### config.mk
export PLATFORM = sky130hd
export DESIGN_NAME = cfgport_bridge
export DESIGN_NICKNAME = d
export VERILOG_FILES = /design/src/rtl/cfgport_pkg.sv /design/src/rtl/cfgport_regs.sv /design/src/rtl/cfgport_engine.sv /design/src/rtl/cfgport_bridge.sv
export SDC_FILE = /design/constraint.sdc
export NUM_CORES = 1
export LEC_CHECK = 0
export CORE_ASPECT_RATIO = 0.6
export CORE_MARGIN = 2
export CORE_UTILIZATION = 50
export DETAILED_ROUTE_END_ITERATION = 12
export DONT_BUFFER_PORTS = 1
export HOLD_SLACK_MARGIN = 0.12
export PLACE_DENSITY = 0.63
export SLEW_MARGIN = 20
export SYNTH_ARGS = -nofsm -noshare
export SYNTH_HDL_FRONTEND = slang
export SYNTH_SLANG_ARGS = --single-unit
### constraint.sdc
create_clock -name clk -period 2.3 [get_ports clk]
set_input_delay 0.345 -clock clk [delete_from_list [all_inputs] [get_ports clk]]
set_output_delay 0.345 -clock clk [all_outputs]
set_load 0.005 [all_outputs]
### src/rtl/cfgport_pkg.sv
package cfgport_pkg;

    localparam int HOST_DW = 32;
    localparam int CP_AW   = 7;
    localparam int CP_DW   = 16;

    // Byte offsets of the host registers
    localparam int BYTE_ENABLES = 32'h40;
    localparam int BYTE_SRCSEL  = 32'h44;
    localparam int BYTE_CTRL    = 32'h70;
    localparam int BYTE_STATUS  = 32'h74;

    // Control word fields
    localparam int CTRL_GO_BIT   = 29;
    localparam int CTRL_RD_BIT   = 28;
    localparam int CTRL_ADDR_LSB = 16;
    localparam int STAT_BUSY_BIT = 16;

    localparam logic [HOST_DW-1:0] CTRL_KEEP_MASK =
        (HOST_DW'(1) << CTRL_GO_BIT) | (HOST_DW'(1) << CTRL_RD_BIT) |
        (HOST_DW'((1 << CP_AW) - 1) << CTRL_ADDR_LSB) | HOST_DW'((1 << CP_DW) - 1);

    typedef struct packed {
        logic             we;
        logic [CP_AW-1:0] addr;
        logic [CP_DW-1:0] data;
    } cp_req_t;

    typedef enum logic [1:0] {
        ENG_IDLE  = 2'd0,
        ENG_ISSUE = 2'd1,
        ENG_WAIT  = 2'd2
    } eng_state_t;

    function automatic cp_req_t unpack_ctrl(input logic [HOST_DW-1:0] w);
        cp_req_t r;
        r.we   = ~w[CTRL_RD_BIT];
        r.addr = w[CTRL_ADDR_LSB +: CP_AW];
        r.data = w[CP_DW-1:0];
        return r;
    endfunction

    function automatic logic [HOST_DW-1:0] pack_status(input logic busy,
                                                       input logic [CP_DW-1:0] d);
        logic [HOST_DW-1:0] s;
        s = '0;
        s[STAT_BUSY_BIT] = busy;
        s[CP_DW-1:0]     = d;
        return s;
    endfunction

endpackage

### src/rtl/cfgport_regs.sv
module cfgport_regs
    import cfgport_pkg::*;
#(
    parameter int REG_AW = 6,
    parameter int SEL_W  = 1
) (
    input  logic               clk,
    input  logic               rst,
    input  logic               reg_wr,
    input  logic               reg_rd,
    input  logic [REG_AW-1:0]  reg_addr,
    input  logic [HOST_DW-1:0] reg_wdata,
    output logic [HOST_DW-1:0] reg_rdata,
    input  logic               eng_busy,
    input  logic [CP_DW-1:0]   eng_rdata,
    output logic               launch,
    output cp_req_t            launch_req,
    output logic               blk_en,
    output logic               synth_en,
    output logic [SEL_W-1:0]   src_sel
);

    localparam logic [REG_AW-1:0] A_ENABLES = REG_AW'(BYTE_ENABLES >> 2);
    localparam logic [REG_AW-1:0] A_SRCSEL  = REG_AW'(BYTE_SRCSEL >> 2);
    localparam logic [REG_AW-1:0] A_CTRL    = REG_AW'(BYTE_CTRL >> 2);
    localparam logic [REG_AW-1:0] A_STATUS  = REG_AW'(BYTE_STATUS >> 2);

    logic [1:0]         en_q;
    logic [SEL_W-1:0]   sel_q;
    logic [HOST_DW-1:0] ctrl_q;
    logic               hit_en, hit_sel, hit_ctrl, ctrl_take;

    assign hit_en    = reg_wr && (reg_addr == A_ENABLES);
    assign hit_sel   = reg_wr && (reg_addr == A_SRCSEL);
    assign hit_ctrl  = reg_wr && (reg_addr == A_CTRL);
    assign ctrl_take = hit_ctrl && !eng_busy;

    always_ff @(posedge clk) begin
        if (rst) begin
            en_q   <= '0;
            sel_q  <= '0;
            ctrl_q <= '0;
        end else begin
            if (hit_en)    en_q   <= reg_wdata[1:0];
            if (hit_sel)   sel_q  <= reg_wdata[SEL_W-1:0];
            if (ctrl_take) ctrl_q <= reg_wdata & CTRL_KEEP_MASK;
        end
    end

    assign launch     = ctrl_take && reg_wdata[CTRL_GO_BIT];
    assign launch_req = unpack_ctrl(reg_wdata);
    assign blk_en     = en_q[0];
    assign synth_en   = en_q[1];
    assign src_sel    = sel_q;

    always_comb begin
        reg_rdata = '0;
        if (reg_rd) begin
            case (reg_addr)
                A_ENABLES: reg_rdata = HOST_DW'(en_q);
                A_SRCSEL:  reg_rdata = HOST_DW'(sel_q);
                A_CTRL:    reg_rdata = ctrl_q;
                A_STATUS:  reg_rdata = pack_status(eng_busy, eng_rdata);
                default:   reg_rdata = '0;
            endcase
        end
    end

    // a control write during an access leaves the stored word alone
    assert_ctrl_frozen_R6: assert property (@(posedge clk) disable iff (rst)
        (eng_busy && hit_ctrl) |=> $stable(ctrl_q));

    // the source index follows the last write
    assert_srcsel_follows_R3: assert property (@(posedge clk) disable iff (rst)
        hit_sel |=> (src_sel == $past(reg_wdata[SEL_W-1:0])));

endmodule

### src/rtl/cfgport_engine.sv
module cfgport_engine
    import cfgport_pkg::*;
(
    input  logic             clk,
    input  logic             rst,
    input  logic             launch,
    input  cp_req_t          launch_req,
    input  logic             cp_ready,
    input  logic [CP_DW-1:0] cp_rdata,
    output logic             cp_en,
    output logic             cp_we,
    output logic [CP_AW-1:0] cp_addr,
    output logic [CP_DW-1:0] cp_wdata,
    output logic             busy,
    output logic [CP_DW-1:0] rd_data
);

    eng_state_t       state_q;
    cp_req_t          req_q;
    logic [CP_DW-1:0] rd_q;

    always_ff @(posedge clk) begin
        if (rst) begin
            state_q <= ENG_IDLE;
            req_q   <= '0;
            rd_q    <= '0;
        end else begin
            case (state_q)
                ENG_IDLE: begin
                    if (launch) begin
                        state_q <= ENG_ISSUE;
                        req_q   <= launch_req;
                    end
                end
                ENG_ISSUE, ENG_WAIT: begin
                    if (cp_ready) begin
                        state_q <= ENG_IDLE;
                        if (!req_q.we) rd_q <= cp_rdata;
                    end else begin
                        state_q <= ENG_WAIT;
                    end
                end
                default: state_q <= ENG_IDLE;
            endcase
        end
    end

    assign cp_en    = (state_q == ENG_ISSUE);
    assign cp_we    = req_q.we;
    assign cp_addr  = req_q.addr;
    assign cp_wdata = req_q.data;
    assign busy     = (state_q != ENG_IDLE);
    assign rd_data  = rd_q;

    // a launch yields a port strobe on the next cycle, lasting one cycle
    assert_launch_strobe_R4: assert property (@(posedge clk) disable iff (rst)
        launch |=> (cp_en && busy));
    assert_single_strobe_R4: assert property (@(posedge clk) disable iff (rst)
        cp_en |=> !cp_en);

    // ready during an access ends it
    assert_busy_clear_R5: assert property (@(posedge clk) disable iff (rst)
        (busy && cp_ready) |=> !busy);

    // a finishing read captures the port data
    assert_read_capture_R7: assert property (@(posedge clk) disable iff (rst)
        (busy && cp_ready && !cp_we) |=> (rd_data == $past(cp_rdata)));

    // outside a finishing read, the captured data holds
    assert_data_hold_R8: assert property (@(posedge clk) disable iff (rst)
        !(busy && cp_ready && !cp_we) |=> $stable(rd_data));

endmodule

### src/rtl/cfgport_bridge.sv
module cfgport_bridge
    import cfgport_pkg::*;
#(
    parameter int REG_AW = 6,
    parameter int SEL_W  = 1
) (
    input  logic               clk,
    input  logic               rst,
    input  logic               reg_wr,
    input  logic               reg_rd,
    input  logic [REG_AW-1:0]  reg_addr,
    input  logic [HOST_DW-1:0] reg_wdata,
    output logic [HOST_DW-1:0] reg_rdata,
    output logic               blk_en,
    output logic               synth_en,
    output logic [SEL_W-1:0]   src_sel,
    output logic               cp_en,
    output logic               cp_we,
    output logic [CP_AW-1:0]   cp_addr,
    output logic [CP_DW-1:0]   cp_wdata,
    input  logic [CP_DW-1:0]   cp_rdata,
    input  logic               cp_ready
);

    logic             eng_busy;
    logic [CP_DW-1:0] eng_rdata;
    logic             launch;
    cp_req_t          launch_req;

    cfgport_regs #(
        .REG_AW (REG_AW),
        .SEL_W  (SEL_W)
    ) u_regs (
        .clk        (clk),
        .rst        (rst),
        .reg_wr     (reg_wr),
        .reg_rd     (reg_rd),
        .reg_addr   (reg_addr),
        .reg_wdata  (reg_wdata),
        .reg_rdata  (reg_rdata),
        .eng_busy   (eng_busy),
        .eng_rdata  (eng_rdata),
        .launch     (launch),
        .launch_req (launch_req),
        .blk_en     (blk_en),
        .synth_en   (synth_en),
        .src_sel    (src_sel)
    );

    cfgport_engine u_engine (
        .clk        (clk),
        .rst        (rst),
        .launch     (launch),
        .launch_req (launch_req),
        .cp_ready   (cp_ready),
        .cp_rdata   (cp_rdata),
        .cp_en      (cp_en),
        .cp_we      (cp_we),
        .cp_addr    (cp_addr),
        .cp_wdata   (cp_wdata),
        .busy       (eng_busy),
        .rd_data    (eng_rdata)
    );

    // out of reset nothing is strobed on the port
    assert_reset_quiet_R1: assert property (@(posedge clk)
        rst |=> (!cp_en && !blk_en && !synth_en));

endmodule

==> results.md <==
* Pwr dens at between 700 and 800 mW/mm²
* Cell area after technology mapping at ~0.0034 mm²
* Count of H-tree levels built during CTS at 3
* Worst min-delay path category: input port to flip-flop
* Startpoint types: flip-flop
* Slowest cell on the critical path: dfxtp_1
* Via/cell ratio at between 6 and 7
* Reg-to-reg endpoint: u_engine.cp_wdata[12]$_SDFFE_PP0P_
* Crit Reg-Reg Startpoint: u_engine.state_q[0]$_SDFFE_PP0P_
* Post-synthesis instance total at between 400 and 500
* Grt total ovfl at 0
* Achievable clock frequency at about 550 MHz
* Synthesis Warnings at 0
* Slowest Stage Delay on Critical Path at approximately 0.40 ns
* Kind of cell adding the most delay to the critical path: flip-flops
* Cell-by-cell trace of the critical path: inv_1, ha_1, inv_1, nand3_1, a21oi_1
* Final Setup Violations at 0
* Standard cell core area at approximately 0.0066 mm²
* HPWL after detailed placement at between 6000 and 7000 µm
* Total routed wirelength at a little over 9000 µm
* First-pass GRT wire length at between 10000 and 15000 µm
* Maximum capacitance violations at 0
* Fin crit share at 0.7861
* Worst-path maximum fanout at 4
* Worst Clk Skew at between 0.004 and 0.005 ns
* Post-synthesis cell type count at 38
* Via count of the first global-routing pass at between 2000 and 3000
* Worst path most repeated cell: inv_1
* Die span in x at about 110 µm
* Clock tree root driver cell: clkbuf_16
* Cells taking the most area after synthesis: dfxtp_1 41%, a21oi_1 12%, nand3_1 9.1%
* Number of hold-slack violations in the final timing report at 0
* Clock sink count at 70
* Number of flip-flops and latches in the synthesized netlist at 70
* Share of final-layout standard cells stronger than drive strength 1 at 0.09620
* Data arrival time of the worst path at about 1.5 ns
* Placer Congestion at between 0.8 and 0.9
* Number of iterations in the first detailed-routing pass at 5
* Worst Path Class, Setup: flip-flop to output pin
* GRT Overall Usage at 0.2453
* Vertical die dimension at 68.06 µm
* Final Max Slew Viols at 0
* Filler cells at ~640
* IR Drop Worst-Case VDD at 0.4614 mV
* Final total power at approximately 2.7 mW
* Buf+Inv Stages, Crit Path at 2
* Routed wire per std cell at 19.02 µm
* Number of cells on the worst reg-to-reg path at 6
* Sequential element share of the synthesized area at 0.4098
* Largest area contributor in the synthesized netlist: dfxtp_1
* Clk buf depth at 2
* Number of remaining DRC errors at 0
* Insertion delay of the later-clocked pin in the worst-skew pair at roughly 0.33 ns
* RSZ-0062 raised after global routing: no
* Antenna-violating nets left at 0
* Antenna cell count at 0
* TritonCTS clock tree: yes
* TritonCTS buffer count at 9
* Largest net degree at the start of global routing at 66
* Instance count along the most critical hold path at 2
* Worst reg-to-reg setup slack at approximately 0.56 ns
* Tightest slew margin relative to the limit at 0.4621
* Time the final worst path needs with I/O delays and setup at roughly 1.8 ns
* Data required time of the critical path at between 1.5 and 2 ns
* Via Count at about 3000
* Worst hold path startpoint: cp_rdata[12]
* Starting DRT DRC Count at around 350
* Run status: finished clean
* Synth-to-Final Area Change at 7.245%
* Number of placement rows at 23
* Antenna violations before repair at 0
* Net total in the final layout at around 450
* Top Ports at approximately 120
* TNS Setup at 0 ns
* Mean post-synth cell area at a little over 8 µm²
* Worst Setup End Kind: output pin
* Initial standard-cell utilization of the core at 0.5144
* Input/output buffers at 0
* Full die area at 0.007539 mm²
* Leakage Power at between 1 and 1.5 nW
* Post-cts sizing count at 0
* Worst-margin pin slew at 0.8060 ns
* Share of the synthesized area in the top cell type at 0.4098
* Clock Pin Slew Worst Setup and Hold Paths at roughly 0.06 ns
* Hold EP: u_engine.rd_data[12]$_SDFFE_PP0P_
## how the worst max path moves through the flow
stage,from,end,slack (ns),depth (start not counted)
6_report,u_engine.state_q[0]$_SDFFE_PP0P_,reg_rdata[16],0.49,5
5_1_grt,reg_addr[1],reg_rdata[5],0.31,3
4_1_cts,u_engine.state_q[0]$_SDFFE_PP0P_,reg_rdata[16],0.47,5
3_5_place_dp,reg_addr[5],reg_rdata[6],0.56,4
3_3_place_gp,reg_addr[5],reg_rdata[5],0.57,4
2_1_floorplan,reg_addr[1],reg_rdata[10],0.84,4
## cell usage in the layout (no fill, tap or decap), drive strengths merged, types with 2 or more instances in the layout
cell type / instances
a21oi: 79
a41oi: 2
ha: 3
o31ai: 21
clkinv: 3
inv: 5
conb: 7
buf: 9
mux2i: 5
nand3: 62
nor3: 2
dfxtp: 70
nand2b: 7
nand2: 34
nand4: 22
and3: 9
clkbuf: 12
o21ai: 25
a31oi: 2
## cells in the mapped netlist, drive strengths merged
cell type  instances
nor3               2
xnor2              1
nand4             22
nor4bb             1
and3               9
clkbuf            15
dfxtp             70
nor2b              1
a21oi             79
a211oi             1
nand2b             7
a41oi              2
mux2i              5
nand4bb            1
and4b              1
a31oi              2
nand2             34
nor2               1
buf               37
and4bb             1
o31ai             21
or4b               1
nor4b              1
nand3b             1
nand3             62
nand4b             1
and3b              1
inv                5
ha                 3
o21ai             25
a31o               1
conb               1
## kinds of logic (layout without fill, tap and decap cells)
group | count (synthesis) | in the layout | share of synthesized area
buffers and inverters | 57 | 31 | 0.1010
DFF | 70 | 70 | 0.4098
other | 1 | 7 | 0.001097
adders and majority gates | 3 | 3 | 0.01098
muxes | 5 | 5 | 0.01464
xor gates and xnor gates | 1 | 1 | 0.002562
AOI/OAI and AO/OA | 131 | 131 | 0.2199
and+or+nand+nor | 147 | 147 | 0.2400
## per-stage QoR
step	utilization	hold slack (ns)	setup WS, ns	std cells	area [µm²]
detailed placement	0.5007	0.4213	0.5611	464	3328
finish	0.5517	0.1431	0.4920	482	3667
CTS	0.5517	0.1349	0.4740	482	3667
global placement	0.5007	0.4206	0.5651	464	3328
floorplan	-	0.4366	0.8435	421	3442
global route	0.5517	0.1428	0.3119	482	3667
## power by group
part	leakage [nW]	internal, mW	switching [mW]
combinational	0.412	0.0331	0.0853
sequential	0.564	1.22	0.00218
clock	0.152	0.892	0.501
## metal layers
metal	wire [µm]	vias up	GRT usage	part of all wire
met2	3957	115	0.3650	0.43
met3	941	11	0.1258	0.10
met5	0	-	0	0
met1	4145	1446	0.3200	0.45
met4	125	0	0.05313	0.014
li1	-	1449	-	-
## layout make-up
| class | count | area [µm²] | area share |
|---|---|---|---|
| multi-input combinational | 294 | 1702 | 0.4640 |
| timing repair buffer | 10 | 135.1 | 0.03685 |
| sequential | 70 | 1401 | 0.3821 |
| clock inverter | 4 | 45.04 | 0.01228 |
| tap | 87 | 108.9 | 0.02968 |
| clock buffer | 12 | 256.5 | 0.06994 |
| inverter | 5 | 18.77 | 0.005118 |
## repair_timing
action | 4_1_cts | 5_1_grt
hold endpoints to repair | 65 | 0
setup buffers | 0 | 0
hold buffers | 2 | 0
## sequential cells by signal, summed over array words and instances (netlist names)
| name | flops |
|---|---|
| u_engine.cp_addr | 7 |
| u_engine.cp_wdata | 16 |
| u_engine.rd_data | 16 |
| u_regs.ctrl_q | 25 |
| u_regs.src_sel | 1 |
| u_engine.cp_we | 1 |
| u_engine.state_q | 2 |
| u_regs.en_q | 2 |
(Power assumes the default switching activity.)
